$ cat src/rtl/ecc_pw_pkg.sv
package ecc_pw_pkg;

   localparam int CFG_W          = 32;
   localparam int CFG_DUAL_BIT   = 0;
   localparam int CFG_ON_BIT     = 1;
   localparam int CFG_NARROW_BIT = 4;
   localparam int CFG_BANK_LSB   = 8;
   localparam int CHK_W          = 8;

   typedef enum logic [2:0] {
      ST_IDLE,
      ST_READ,
      ST_WAIT,
      ST_MERGE,
      ST_WRITE
   } rmw_state_e;

   typedef struct packed {
      logic dual;
      logic narrow;
      logic prot;
   } wr_flags_t;

   function automatic logic [3:0] fold_nib(input logic [7:0] b);
      return b[7:4] ^ b[3:0];
   endfunction

endpackage

$ cat src/rtl/ecc_pw_decide.sv
module ecc_pw_decide
   import ecc_pw_pkg::*;
#(
   parameter int BYTES  = 8,
   parameter int NBANK  = 9,
   parameter int BANK_W = 4
) (
   input  logic [CFG_W-1:0]  cfg,
   input  logic [BANK_W-1:0] bank,
   input  logic [BYTES-1:0]  be,
   input  logic              shared_mask,
   output logic [BYTES-1:0]  be_eff,
   output logic              need_rmw,
   output wr_flags_t         flags
);

   localparam int HALF = BYTES / 2;
   localparam int PAD  = 1 << BANK_W;

   logic [PAD-1:0]  bank_pad;
   logic [HALF-1:0] lo_be, hi_be;
   logic            bank_en, ecc_on, narrow, dual;
   logic            lo_all, lo_none, hi_all, hi_none;
   logic            missing, split_part, ecc_part;

   always_comb begin
      bank_pad = '0;
      bank_pad[NBANK-1:0] = cfg[CFG_BANK_LSB +: NBANK];
   end

   assign bank_en = bank_pad[bank];
   assign ecc_on  = cfg[CFG_ON_BIT];
   assign narrow  = cfg[CFG_NARROW_BIT];
   assign dual    = cfg[CFG_DUAL_BIT];

   assign lo_be   = be[HALF-1:0];
   assign hi_be   = be[BYTES-1:HALF];
   assign be_eff  = narrow ? {{HALF{1'b0}}, lo_be} : be;

   assign lo_all  = &lo_be;
   assign lo_none = ~|lo_be;
   assign hi_all  = &hi_be;
   assign hi_none = ~|hi_be;

   // a byte of the effective word is left out
   assign missing    = narrow ? !lo_all : !(lo_all && hi_all);
   // a protected half is only partly covered
   assign split_part = narrow ? !lo_all
                              : ((!lo_all && !lo_none) || (!hi_all && !hi_none));
   assign ecc_part   = dual ? split_part : missing;

   assign need_rmw = ecc_on && ((bank_en && ecc_part) ||
                                (!bank_en && shared_mask && missing));

   assign flags.dual   = dual;
   assign flags.narrow = narrow;
   assign flags.prot   = ecc_on && bank_en;

endmodule

$ cat src/rtl/ecc_pw_code.sv
module ecc_pw_code
   import ecc_pw_pkg::*;
#(
   parameter int BYTES = 8
) (
   input  logic [8*BYTES-1:0] data,
   input  logic               dual,
   input  logic               narrow,
   output logic [CHK_W-1:0]   chk
);

   localparam int HALF = BYTES / 2;

   logic [HALF:0][7:0] lo_acc, hi_acc;

   assign lo_acc[0] = '0;
   assign hi_acc[0] = '0;

   for (genvar i = 0; i < HALF; i++) begin : g_fold
      assign lo_acc[i+1] = lo_acc[i] ^ data[8*i +: 8];
      assign hi_acc[i+1] = hi_acc[i] ^ data[8*(i+HALF) +: 8];
   end

   always_comb begin
      if (narrow)
         chk = {4'h0, fold_nib(lo_acc[HALF])};
      else if (dual)
         chk = {fold_nib(hi_acc[HALF]), fold_nib(lo_acc[HALF])};
      else
         chk = lo_acc[HALF] ^ hi_acc[HALF];
   end

endmodule

$ cat src/rtl/ecc_pw_merge.sv
module ecc_pw_merge #(
   parameter int BYTES = 8
) (
   input  logic [8*BYTES-1:0] fresh,
   input  logic [8*BYTES-1:0] stale,
   input  logic [BYTES-1:0]   be,
   output logic [8*BYTES-1:0] merged
);

   for (genvar i = 0; i < BYTES; i++) begin : g_byte
      assign merged[8*i +: 8] = be[i] ? fresh[8*i +: 8] : stale[8*i +: 8];
   end

endmodule

$ cat src/rtl/ecc_wrpolicy_ctrl.sv
module ecc_wrpolicy_ctrl
   import ecc_pw_pkg::*;
#(
   parameter int ADDR_W = 24,
   parameter int DATA_W = 64,
   parameter int NBANK  = 9,
   localparam int BYTES  = DATA_W / 8,
   localparam int HALF   = BYTES / 2,
   localparam int BANK_W = (NBANK > 1) ? $clog2(NBANK) : 1
) (
   input  logic              clk,
   input  logic              rst_n,
   input  logic              shared_mask,
   input  logic              cfg_we,
   input  logic [CFG_W-1:0]  cfg_wdata,
   input  logic              req_valid,
   output logic              req_ready,
   input  logic [BANK_W-1:0] req_bank,
   input  logic [ADDR_W-1:0] req_addr,
   input  logic [BYTES-1:0]  req_be,
   input  logic [DATA_W-1:0] req_data,
   input  logic              rd_valid,
   input  logic [DATA_W-1:0] rd_data,
   output logic              busy,
   output logic              mem_rd,
   output logic              mem_wr,
   output logic [ADDR_W-1:0] mem_addr,
   output logic [DATA_W-1:0] mem_wdata,
   output logic [BYTES-1:0]  mem_dm,
   output logic [CHK_W-1:0]  mem_chk
);

   if (DATA_W % 16 != 0 || DATA_W < 16) begin : g_bad_width
      $error("DATA_W must be a non-zero multiple of 16");
   end
   if (NBANK < 1 || CFG_BANK_LSB + NBANK > CFG_W) begin : g_bad_banks
      $error("NBANK must fit in the configuration word");
   end
   if (ADDR_W < 1) begin : g_bad_addr
      $error("ADDR_W must be positive");
   end

   rmw_state_e        st;
   logic [CFG_W-1:0]  cfg_q;
   logic [ADDR_W-1:0] lat_addr;
   logic [DATA_W-1:0] lat_data, rd_q, mrg_q, merged;
   logic [BYTES-1:0]  lat_be, be_eff, pw_dm, rmw_dm;
   logic [CHK_W-1:0]  pw_chk, live_chk, rmw_code;
   wr_flags_t         flags, lat_flags;
   logic              need_rmw, plain_q;
   logic              ecc_on_q, rmw_narrow;

   ecc_pw_decide #(.BYTES(BYTES), .NBANK(NBANK), .BANK_W(BANK_W)) i_decide (
      .cfg         (cfg_q),
      .bank        (req_bank),
      .be          (req_be),
      .shared_mask (shared_mask),
      .be_eff      (be_eff),
      .need_rmw    (need_rmw),
      .flags       (flags)
   );

   ecc_pw_code #(.BYTES(BYTES)) i_code_live (
      .data   (req_data),
      .dual   (flags.dual),
      .narrow (flags.narrow),
      .chk    (live_chk)
   );

   ecc_pw_merge #(.BYTES(BYTES)) i_merge (
      .fresh  (lat_data),
      .stale  (rd_q),
      .be     (lat_be),
      .merged (merged)
   );

   ecc_pw_code #(.BYTES(BYTES)) i_code_rmw (
      .data   (mrg_q),
      .dual   (lat_flags.dual),
      .narrow (lat_flags.narrow),
      .chk    (rmw_code)
   );

   always_ff @(posedge clk or negedge rst_n) begin
      if (!rst_n) begin
         st        <= ST_IDLE;
         cfg_q     <= '0;
         lat_addr  <= '0;
         lat_data  <= '0;
         lat_be    <= '0;
         lat_flags <= '0;
         rd_q      <= '0;
         mrg_q     <= '0;
         plain_q   <= 1'b0;
         pw_dm     <= '0;
         pw_chk    <= '0;
      end else begin
         plain_q <= 1'b0;
         if (cfg_we)
            cfg_q <= cfg_wdata;
         unique case (st)
            ST_IDLE: begin
               if (req_valid) begin
                  lat_addr  <= req_addr;
                  lat_data  <= req_data;
                  lat_be    <= be_eff;
                  lat_flags <= flags;
                  if (need_rmw) begin
                     st <= ST_READ;
                  end else begin
                     plain_q <= 1'b1;
                     pw_dm   <= ~be_eff;
                     pw_chk  <= flags.prot ? live_chk : '0;
                  end
               end
            end
            ST_READ:  st <= ST_WAIT;
            ST_WAIT: begin
               if (rd_valid) begin
                  rd_q <= rd_data;
                  st   <= ST_MERGE;
               end
            end
            ST_MERGE: begin
               mrg_q <= merged;
               st    <= ST_WRITE;
            end
            ST_WRITE: st <= ST_IDLE;
            default:  st <= ST_IDLE;
         endcase
      end
   end

   assign rmw_dm    = lat_flags.narrow ? {{HALF{1'b1}}, {HALF{1'b0}}} : '0;
   assign req_ready = (st == ST_IDLE);
   assign busy      = (st != ST_IDLE);
   assign mem_rd    = (st == ST_READ);
   assign mem_wr    = plain_q || (st == ST_WRITE);
   assign mem_addr  = lat_addr;
   assign mem_wdata = (st == ST_WRITE) ? mrg_q : lat_data;
   assign mem_dm    = (st == ST_WRITE) ? rmw_dm : pw_dm;
   assign mem_chk   = (st == ST_WRITE) ? (lat_flags.prot ? rmw_code : '0) : pw_chk;

   assign ecc_on_q   = cfg_q[CFG_ON_BIT];
   assign rmw_narrow = lat_flags.narrow;

endmodule

$ cat config.mk
export PLATFORM = sky130hd
export DESIGN_NAME = ecc_wrpolicy_ctrl
export DESIGN_NICKNAME = d
export VERILOG_FILES = /design/src/rtl/ecc_pw_pkg.sv /design/src/rtl/ecc_pw_decide.sv /design/src/rtl/ecc_pw_code.sv /design/src/rtl/ecc_pw_merge.sv /design/src/rtl/ecc_wrpolicy_ctrl.sv
export SDC_FILE = /design/constraint.sdc
export NUM_CORES = 1
export LEC_CHECK = 0
export BUFFER_PORTS_ARGS = -buffer_cell sky130_fd_sc_hd__buf_2
export CAP_MARGIN = 20
export CORE_MARGIN = 2
export CORE_UTILIZATION = 54
export DETAILED_ROUTE_END_ITERATION = 8
export PLACE_DENSITY = 0.81
export SYNTH_ARGS = -nofsm -noshare
export SYNTH_HDL_FRONTEND = slang
export SYNTH_SLANG_ARGS = --single-unit
$ cat constraint.sdc
create_clock -name clk -period 2.72 [get_ports clk]
set_input_delay 0.136 -clock clk [delete_from_list [all_inputs] [get_ports clk]]
set_output_delay 0.136 -clock clk [all_outputs]
set_load 0.01 [all_outputs]
=== Word-level counts from Yosys, hierarchy flattened ===
Cells that the tools add are included.
Widths: inputs -> output; s select.

* Word-level logic and storage cells: 97
* Bits in registers: 264
* Memories: 0
* Bits in latches: 0
* RAM bits: 0
* ROM bits: 0
* Output and inout bits: 108

* Multiply operators: 0
* Muxes and demuxes: 31
* Shift operators: 0
* Div/mod/pow operators: 0
* Reduce and logical (&&, ||, !) cells: 25
* Bitwise gates (word level): 20
* $add $sub $neg: 0
* Equality and inequality tests: 7
* Magnitude comparators: 1

{| class="wikitable"
|+ Operator list
! cell !! number
|-
| $mux 8 || 18
|-
| $xor 8x8->8 || 14
|-
| $mux 64 || 1
|-
| $xor 4x4->4 || 4
|-
| $pmux 3 s4 || 1
|-
| $mux 3 || 3
|-
| $logic_and 1x1->1 || 8
|-
| $not 8->8 || 1
|-
| $reduce_and 4->1 || 2
|-
| $reduce_or 4->1 || 2
|-
| $mux 1 || 7
|-
| $eq 3x2->1 const B || 2
|-
| $reduce_and 3->1 || 2
|-
| $lt 4x5->1 const B || 1
|-
| $bmux 1 s4 || 1
|-
| $logic_not 1->1 || 4
|-
| $ne 2x2->1 const B || 2
|-
| $reduce_and 2->1 || 2
|-
| $eq 3x1->1 const B || 1
|-
| $eq 3x3->1 const B || 1
|-
| $logic_not 3->1 || 1
|-
| $logic_or 1x1->1 || 3
|-
| $reduce_bool 3->1 || 1
|-
| $ne 2x1->1 const B || 1
|-
| $not 1->1 || 1
|}

=== Logic depth before layout (Yosys ltp) ===
Gate-level depths: netlist of the first run.

* Depth in word-level cells: 12
* Depth in mapped cells: 7
* Mapped depth without buffers: 5

=== Cells and area by module ===
A second synthesis of the first run with hierarchy kept.

* Cells, all modules: 1340
* Area total of the unflattened synthesis: 14042.2 sq um

{| class="wikitable"
|+ Modules (own cells, without submodules)
! module !! cells an instance !! area each (sq um) !! instances
|-
| ecc_wrpolicy_ctrl || 1085 || 11439.7 || 1
|-
| ecc_pw_code || 75 || 656.9 || 2
|-
| ecc_pw_merge || 72 || 1051.0 || 1
|-
| ecc_pw_decide || 33 || 237.7 || 1
|}

=== Least setup slack after synthesis of the first run ===
OpenSTA, ideal clock, no wires.

* Path kind: reg-to-reg
* From: reg cfg_q[4]
* To: reg pw_dm[3]
* Data required time: 2641 ps
* Data arrival time: 2004 ps
* Slack: 637 ps
* Cell stages (with the launch flop): 7
* Path buffers: 1
* Path through: dfrtp_1 -> or4b_1 -> o31ai_2 -> a21oi_1 -> a211oi_4 -> buf_6 -> mux2i_1

* Word-level cells in the longest chain between the ends: 7
* Elaborated cells on any way between the ends: 9
* Classes of those cells: mux: 3; bitwise: 1; reduce/logical: 5

{| class="wikitable"
|+ Ends and longest elaborated chain
! what !! line !! source
|-
| start: declaration || ecc_wrpolicy_ctrl.sv:44 || <nowiki>logic [CFG_W-1:0] cfg_q;</nowiki>
|-
| start signal: assignment || ecc_wrpolicy_ctrl.sv:100 || <nowiki>cfg_q <= cfg_wdata;</nowiki>
|-
| $mux 1 (on tied branches) || ecc_pw_decide.sv:46, ecc_pw_decide.sv:48 ||
|-
| $mux 1 || ecc_pw_decide.sv:50 || <nowiki>assign ecc_part = dual ? split_part : missing;</nowiki>
|-
| $logic_and 1x1->1 || ecc_pw_decide.sv:52 || <nowiki>assign need_rmw = ecc_on && ((bank_en && ecc_part) ||</nowiki>
|-
| $logic_or 1x1->1 * || ecc_pw_decide.sv:52 ||
|-
| $logic_and 1x1->1 * || ecc_pw_decide.sv:52 ||
|-
| $not 1->1 (no source line) * || -- ||
|-
| $reduce_and 3->1 (no source line) * || -- ||
|-
| end signal: assignment || ecc_wrpolicy_ctrl.sv:112 || <nowiki>pw_dm <= ~be_eff;</nowiki>
|-
| end: declaration || ecc_wrpolicy_ctrl.sv:47 || <nowiki>logic [BYTES-1:0] lat_be, be_eff, pw_dm, rmw_dm;</nowiki>
|}

Mark *: on every way between the ends. The rest lies on a longest branch, timed or not.
A chain may end at the register's enable or synchronous reset.

=== Worst setup path in the final report of the first run ===
* From: reg st[1]
* To: out mem_chk[0]

* Word-level cells in the longest chain between the ends: 2

{| class="wikitable"
|+ Ends and longest elaborated chain
! what !! line !! source
|-
| start: declaration || ecc_wrpolicy_ctrl.sv:43 || <nowiki>rmw_state_e st;</nowiki>
|-
| start signal: assignment || ecc_wrpolicy_ctrl.sv:86 || <nowiki>st <= ST_IDLE;</nowiki>
|-
| start signal: assignment || ecc_wrpolicy_ctrl.sv:109 || <nowiki>st <= ST_READ;</nowiki>
|-
| start signal: assignment || ecc_wrpolicy_ctrl.sv:117 || <nowiki>ST_READ: st <= ST_WAIT;</nowiki>
|-
| $eq 3x3->1 || ecc_wrpolicy_ctrl.sv:142 || <nowiki>assign mem_chk = (st == ST_WRITE) ? (lat_flags.prot ? rmw_code : '0) : pw_chk;</nowiki>
|-
| $mux 8 || ecc_wrpolicy_ctrl.sv:142 ||
|-
| end: declaration || ecc_wrpolicy_ctrl.sv:30 || <nowiki>output logic [CHK_W-1:0] mem_chk</nowiki>
|}

Every way passes these cells.

==> results of run 1 <==
==> worst register-to-register path: cells and delay by family (launching register included) <==
kind	cells	cell delay, ps
AOI/OAI and AO/OA	3	660
DFF	1	560
and+or+nand+nor	1	490
muxes	1	220
buffers and inverters	1	200
==> registers in the layout, summed over array words and instances, names as in the netlist <==
| register | flops |
|---|---|
| lat_be | 8 |
| pw_dm | 8 |
| rd_q | 64 |
| lat_data | 64 |
| plain_q | 1 |
| rmw_narrow | 1 |
| lat_flags | 2 |
| cfg_q | 12 |
| mem_addr | 24 |
| pw_chk | 8 |
| mrg_q | 64 |
| st | 3 |
==> how the worst max path moves through the flow <==
stage / startpoint / slack [ps] / end / cells after the start
final: st[1] / 210 / mem_chk[0] / 6
after detailed placement: cfg_q[0] / 580 / pw_chk[0] / 6
after CTS: st[1] / 220 / mem_chk[0] / 6
after floorplan: cfg_q[4] / 640 / pw_dm[3] / 6
after global placement: cfg_q[0] / 650 / pw_chk[2] / 6
after global routing: st[1] / 130 / mem_dm[5] / 6
==> cell families after synthesis <==
group / Yosys count / synth area share (%)
and+or+nand+nor: 599 / 18.51
DFF: 259 / 51.97
muxes: 163 / 13.94
xor gates and xnor gates: 113 / 7.936
AOI/OAI and AO/OA: 98 / 4.936
buffers and inverters: 87 / 2.709
==> layout by cell type (no fill, tap or decap), drive strengths merged <==
| cell | Yosys | routed |
|---|---|---|
| a2111oi | 1 | 1 |
| a211oi | 1 | 1 |
| a21o | 2 | 2 |
| a21oi | 2 | 2 |
| a31o | 5 | 5 |
| a41oi | 1 | 1 |
| and2 | 3 | 3 |
| and3b | 1 | 1 |
| buf | 11 | 306 |
| bufinv | 0 | 2 |
| clkbuf | 61 | 42 |
| clkinv | 0 | 4 |
| clkinvlp | 0 | 1 |
| dfrtp | 259 | 259 |
| diode | 0 | 1 |
| dlygate4sd3 | 0 | 174 |
| inv | 15 | 16 |
| mux2 | 75 | 75 |
| mux2i | 87 | 87 |
| mux4 | 1 | 1 |
| nand2 | 569 | 569 |
| nand2b | 2 | 2 |
| nand3 | 1 | 1 |
| nand3b | 1 | 1 |
| nand4 | 3 | 3 |
| nand4bb | 1 | 1 |
| nor2 | 13 | 13 |
| nor3 | 2 | 2 |
| nor3b | 1 | 1 |
| o211ai | 1 | 1 |
| o21ai | 67 | 67 |
| o21bai | 1 | 1 |
| o22a | 4 | 4 |
| o22ai | 8 | 8 |
| o31ai | 5 | 5 |
| or4b | 2 | 2 |
| xnor2 | 93 | 93 |
| xor2 | 20 | 20 |
==> area by class of cell <==
class	count	area [sq um]
clock buffer	42	834.6
clock inverter	8	98.84
timing repair buffer	480	3413
multi-input combinational	973	5670
antenna	1	2.502
inverter	15	56.30
sequential	259	6481
tap	285	356.6
fill	1436	5727
==> power breakdown <==
part	leakage (nW)	switching (W)	internal, W
sequential	3.19	0.00166	0.00557
combinational	4.84	0.00446	0.00360
clock	0.459	0.00155	0.00230
total	8.49	0.00767	0.0115
==> per-stage QoR <==
| step | instance area [sq um] | util, % | power (W) |
|---|---|---|---|
| after global placement | 14240 | 62.88 | 0.01430 |
| after detailed placement | 14240 | 62.88 | 0.01471 |
| after CTS | 16910 | 74.69 | 0.01883 |
| final | 16910 | 74.71 | 0.01914 |
| after floorplan | 12470 | - | 0.01194 |
| after global routing | 16910 | 74.71 | 0.02020 |
==> routing by layer <==
layer  global-route usage (%)  share of wire, %
met1                    42.63                38
met2                    57.08                49
met3                    5.861               7.7
met4                    16.86               5.6
met5                        0                 0
==> what timing repair did <==
action                                 in CTS  in global routing
hold buffers                              174                  0
buffers inserted                            0                  0
endpoints found under the hold margin     275                  0
==> flow_summary.ini, run 1 <==
[logic_synthesis]
ys_types = 38
syn_avg_cell_area_sq_um = 9.455
synth_seq_cells = 259
syn-cell-area_sq_mm = 0.01247
synth_area_leaders = dfrtp_1, nand2_1, mux2i_1
synth-seq-area-share_pct = 51.97
synth_flop_cell = dfrtp_1
synthCells = 1319
synth_most_common_cell = nand2_1
synthArstFlopShare_pct = 100.0
yosysTopAreaCell = dfrtp_1
synth_top_cell_area_share_pct = 51.97
synth_nets = 1521
yosysWarnings = 0
synth_edf_count = 0
synth_common_cells = nand2_1, dfrtp_1, xnor2_1

[global_routing]
grt_max_degree = 130
grt_pass1_wl_mm = 63.88
grt.overflow.total = 0
grt_usage_pct = 33.95
antenna_found_initial = 1
grt_pass1_vias = 11900

[place]
place_inst = 1838
io_buffers = 289
dp_slack_ps = 583.4
hpwl_mm = 24.74
gp_congestion = 0.8681

[power_and_ir_drop]
max-vdd-ir-drop_uv = 722.4
powerDensity_mw_per_mm2 = 1132
p_leak_nw = 8.488

[timing]
post-route-period-util_pct = 92.22
finalSetupTns_ps = 0
rsz0062_at_grt = no
min_period_ps = 2508
max_slew_margin_pct = 38.00
finalHoldViolCount = 0
setup_viol = 0
fin_hold_ws_ps = 22.72
fmaxAchievable_mhz = 398.7
tightest_slew_ps = 929.9
slew_viol_final = 0
finalClockSkew_ps = 11.68
fin_ws_ps = 211.6

[drt]
drcViolationCount = 0
via_per_inst = 5.597
antenna_left = 0
dr.first_iter.drc_count = 988
vias = 11550
firstDrtPassIters = 7
totalWireLength_mm = 41.22
wire_per_inst_um = 19.98

[floorplan]
start_util_pct = 55.08
die_w_um = 156.0
core-area_sq_mm = 0.02264
row_count = 55
fp.dieH_um = 156.0
die_area_sq_mm = 0.02433
io_pins = 310

[clock_tree]
clock_sinks = 259
cts_tree = yes
clkLatencyLatePin_ps = 530
htreeDepth = 1
ctsResizeCount = 0
cts_root_buf = clkbuf_16
clock_path_buffers = 3
path_clk_slew_ps = 60
cts_buffers = 29

[critical_path]
r2r_cells = 6
end_kind = output pin
r2r_slack_ps = 520
critPathBufInv = 2
slowest_delay_ps = 440
timing.rr.end = pw_dm[1]
r2r_start = cfg_q[0]
critPathLaunchType = flop
path_class = reg -> out
path_common_cell = nor2_1
cp.arrival_ps = 2370
cp.required_ps = 2580
crit_chain = nor2_1 > and2_2 > buf_12 > nor2_1 > a31o_2 > buf_2
critPathMaxFanout = 67
slowest_stage = dfrtp_1
cpLargestDelayFamily = simple AND/OR/NAND/NOR gates

[worst_hold_path]
worstHoldStart = cfg_we
min_path_cells = 2
hold_path_end = cfg_q[1]
hold_path_class = in -> reg

[cells_and_area]
final_layout_size_suffix_gt1_share_pct = 24.99
instances_no_fill = 2063
area_growth_pct = 35.63
nNetsFinal = 1960

[outcome]
status = completed

[flow_run]
maxCapViolations = 0
No activity file was read; power rests on OpenSTA's default activity.
==> run 2: changes to the inputs <==
--- a/config.mk
+++ b/config.mk
@@ -9,8 +9,9 @@
 export CAP_MARGIN = 20
 export CORE_MARGIN = 2
-export CORE_UTILIZATION = 54
+export CORE_UTILIZATION = 55
 export DETAILED_ROUTE_END_ITERATION = 8
 export PLACE_DENSITY = 0.81
 export SYNTH_ARGS = -nofsm -noshare
 export SYNTH_HDL_FRONTEND = slang
+export SYNTH_HIERARCHICAL = 1
 export SYNTH_SLANG_ARGS = --single-unit
==> constraint.sdc (replaced) <==
create_clock -name clk -period 2.72 [get_ports clk]
set_input_delay 0.136 -clock clk [delete_from_list [all_inputs] [get_ports clk]]
set_output_delay 0.136 -clock clk [all_outputs]
set_load 0.05 [all_outputs]
==> flow_summary.ini, run 2 <==
[clock_tree]
cts_buffers = 29
htreeDepth = 1
path_clk_slew_ps = 60
cts_tree = yes
clkLatencyLatePin_ps = 540
cts_root_buf = clkbuf_16
clock_sinks = 259
clock_path_buffers = 3
post-cts-setup-buffers = 0

[global_routing]
grt.overflow.total = 0
grt_pass1_vias = 12000
grt_max_degree = 92
grt_pass1_wl_mm = 64.25
antenna_found_initial = 1
grt_usage_pct = 32.03

[logic_synthesis]
yosysWarnings = 6
synthCells = 1299
syn-cell-area_sq_mm = 0.01331
synth_nets = 1501
syn_avg_cell_area_sq_um = 10.25

[critical_path]
end_kind = output pin
path_class = reg -> out
r2r_cells = 6
cpLargestDelayFamily = multiplexers
cp.arrival_ps = 2490
critPathLaunchType = flop
crit_chain = xnor2_1 > xnor2_1 > mux2i_1 > mux2_4 > nand3_1 > nand2_1 > buf_2
slowest_delay_ps = 410
slowest_stage = dfrtp_1
cp.required_ps = 2580
critPathMaxFanout = 3
worst-path-stages = 7
critPathBufInv = 1
path_common_cell = xnor2_1

[drt]
vias = 11170
totalWireLength_mm = 41.14
antenna_left = 0
dr.first_iter.drc_count = 758
firstDrtPassIters = 5
drcViolationCount = 0
wire_per_inst_um = 19.85
via_per_inst = 5.388

[cells_and_area]
final_layout_size_suffix_gt1_share_pct = 32.80
layout_common_cells = nand2_1, buf_2, dfrtp_1
area_growth_pct = 32.45
instances_no_fill = 2073
final_common_cell = nand2_1
stdcell_area_sq_mm = 0.01763
nNetsFinal = 1934
reg.largest.list = lat_data x64, mrg_q x64, rd_q x64

[timing]
min_period_ps = 2628
post-route-period-util_pct = 96.61
setup_viol = 0
slew_viol_final = 0
max_slew_margin_pct = 51.99
finalSetupTns_ps = 0
fin_hold_ws_ps = 64.12
finalClockSkew_ps = 10.52
finalHoldViolCount = 0
fmaxAchievable_mhz = 380.5
rsz0062_at_grt = no
tightest_slew_ps = 720.2
fin_ws_ps = 92.11

[floorplan]
io_pins = 310
row_count = 56
start_util_pct = 56.38
core-area_sq_mm = 0.02361
die_w_um = 159.6
fp.dieH_um = 159.6
die_area_sq_mm = 0.02547

[place]
gp_congestion = 0.8359
dp_slack_ps = 470.9
place_inst = 1845
io_buffers = 289
place_area_sq_mm = 0.01495
hpwl_mm = 24.19

[power_and_ir_drop]
powerDensity_mw_per_mm2 = 1319
max-vdd-ir-drop_uv = 823.0
p_leak_nw = 8.817

[outcome]
status = completed

[worst_hold_path]
hold_path_class = in -> reg
min_path_cells = 2

[flow_run]
maxCapViolations = 0
-- run 2: where the power goes --
| part | internal [W] | switching, W |
|---|---|---|
| combinational | 0.00492 | 0.00713 |
| sequential | 0.00567 | 0.00171 |
| clock | 0.00225 | 0.00157 |
| total | 0.0128 | 0.0104 |
-- run 2: final timing paths --
check                             start            to  slack, ps
max                           mrg_q[50]    mem_chk[6]         90
min                              cfg_we      cfg_q[0]         60
max reg2reg                   cfg_q[14]     pw_chk[7]        450
min reg2reg                mem_addr[14]  mem_addr[14]        470
max in group asynchronous         rst_n  lat_data[10]       1710
min in group asynchronous         rst_n  lat_data[35]        200
-- run 2: metrics by stage --
stage               power (W)  util, %
global route          0.02437    74.68
finish                0.02325    74.68
CTS                   0.02296    74.64
global placement      0.01855    63.31
detailed placement    0.01891    63.31
floorplan             0.01631        -
-- run 2: metal layers --
| layer | vias to the layer above | track usage [%] | part of all wire, % |
|---|---|---|---|
| li1 | 5054 | - | - |
| met1 | 5413 | 39.02 | 39 |
| met2 | 548 | 55.92 | 50 |
| met3 | 154 | 5.210 | 6.3 |
| met4 | 0 | 14.63 | 4.9 |
| met5 | - | 0 | 0 |
-- run 2: worst register-to-register path: stages, from the launching register on --
cell and delay [ps]:
dfrtp_1 380, mux4_2 450, and3b_1 180, a211oi_2 260
mux2i_1 330, nand2b_2 400, o21ai_1 130
-- run 2: area by class of cell --
cell class                      count  area [sq um]
Sequential cell                   259          6481
Multi-Input combinational cell    954          6361
Fill cell                        1510          5979
Timing Repair Buffer              485          3453
Clock buffer                       45         855.8
Tap cell                          319         399.1
Clock inverter                      7         68.82
Inverter                            3         11.26
Antenna cell                        1         2.502
-- run 2: repair_timing --
action / in CTS / in global routing
endpoints found under the hold margin: 260 / 0
resized for setup: 0 / 1
hold buffers: 175 / 0
setup endpoints to repair: 0 / 68
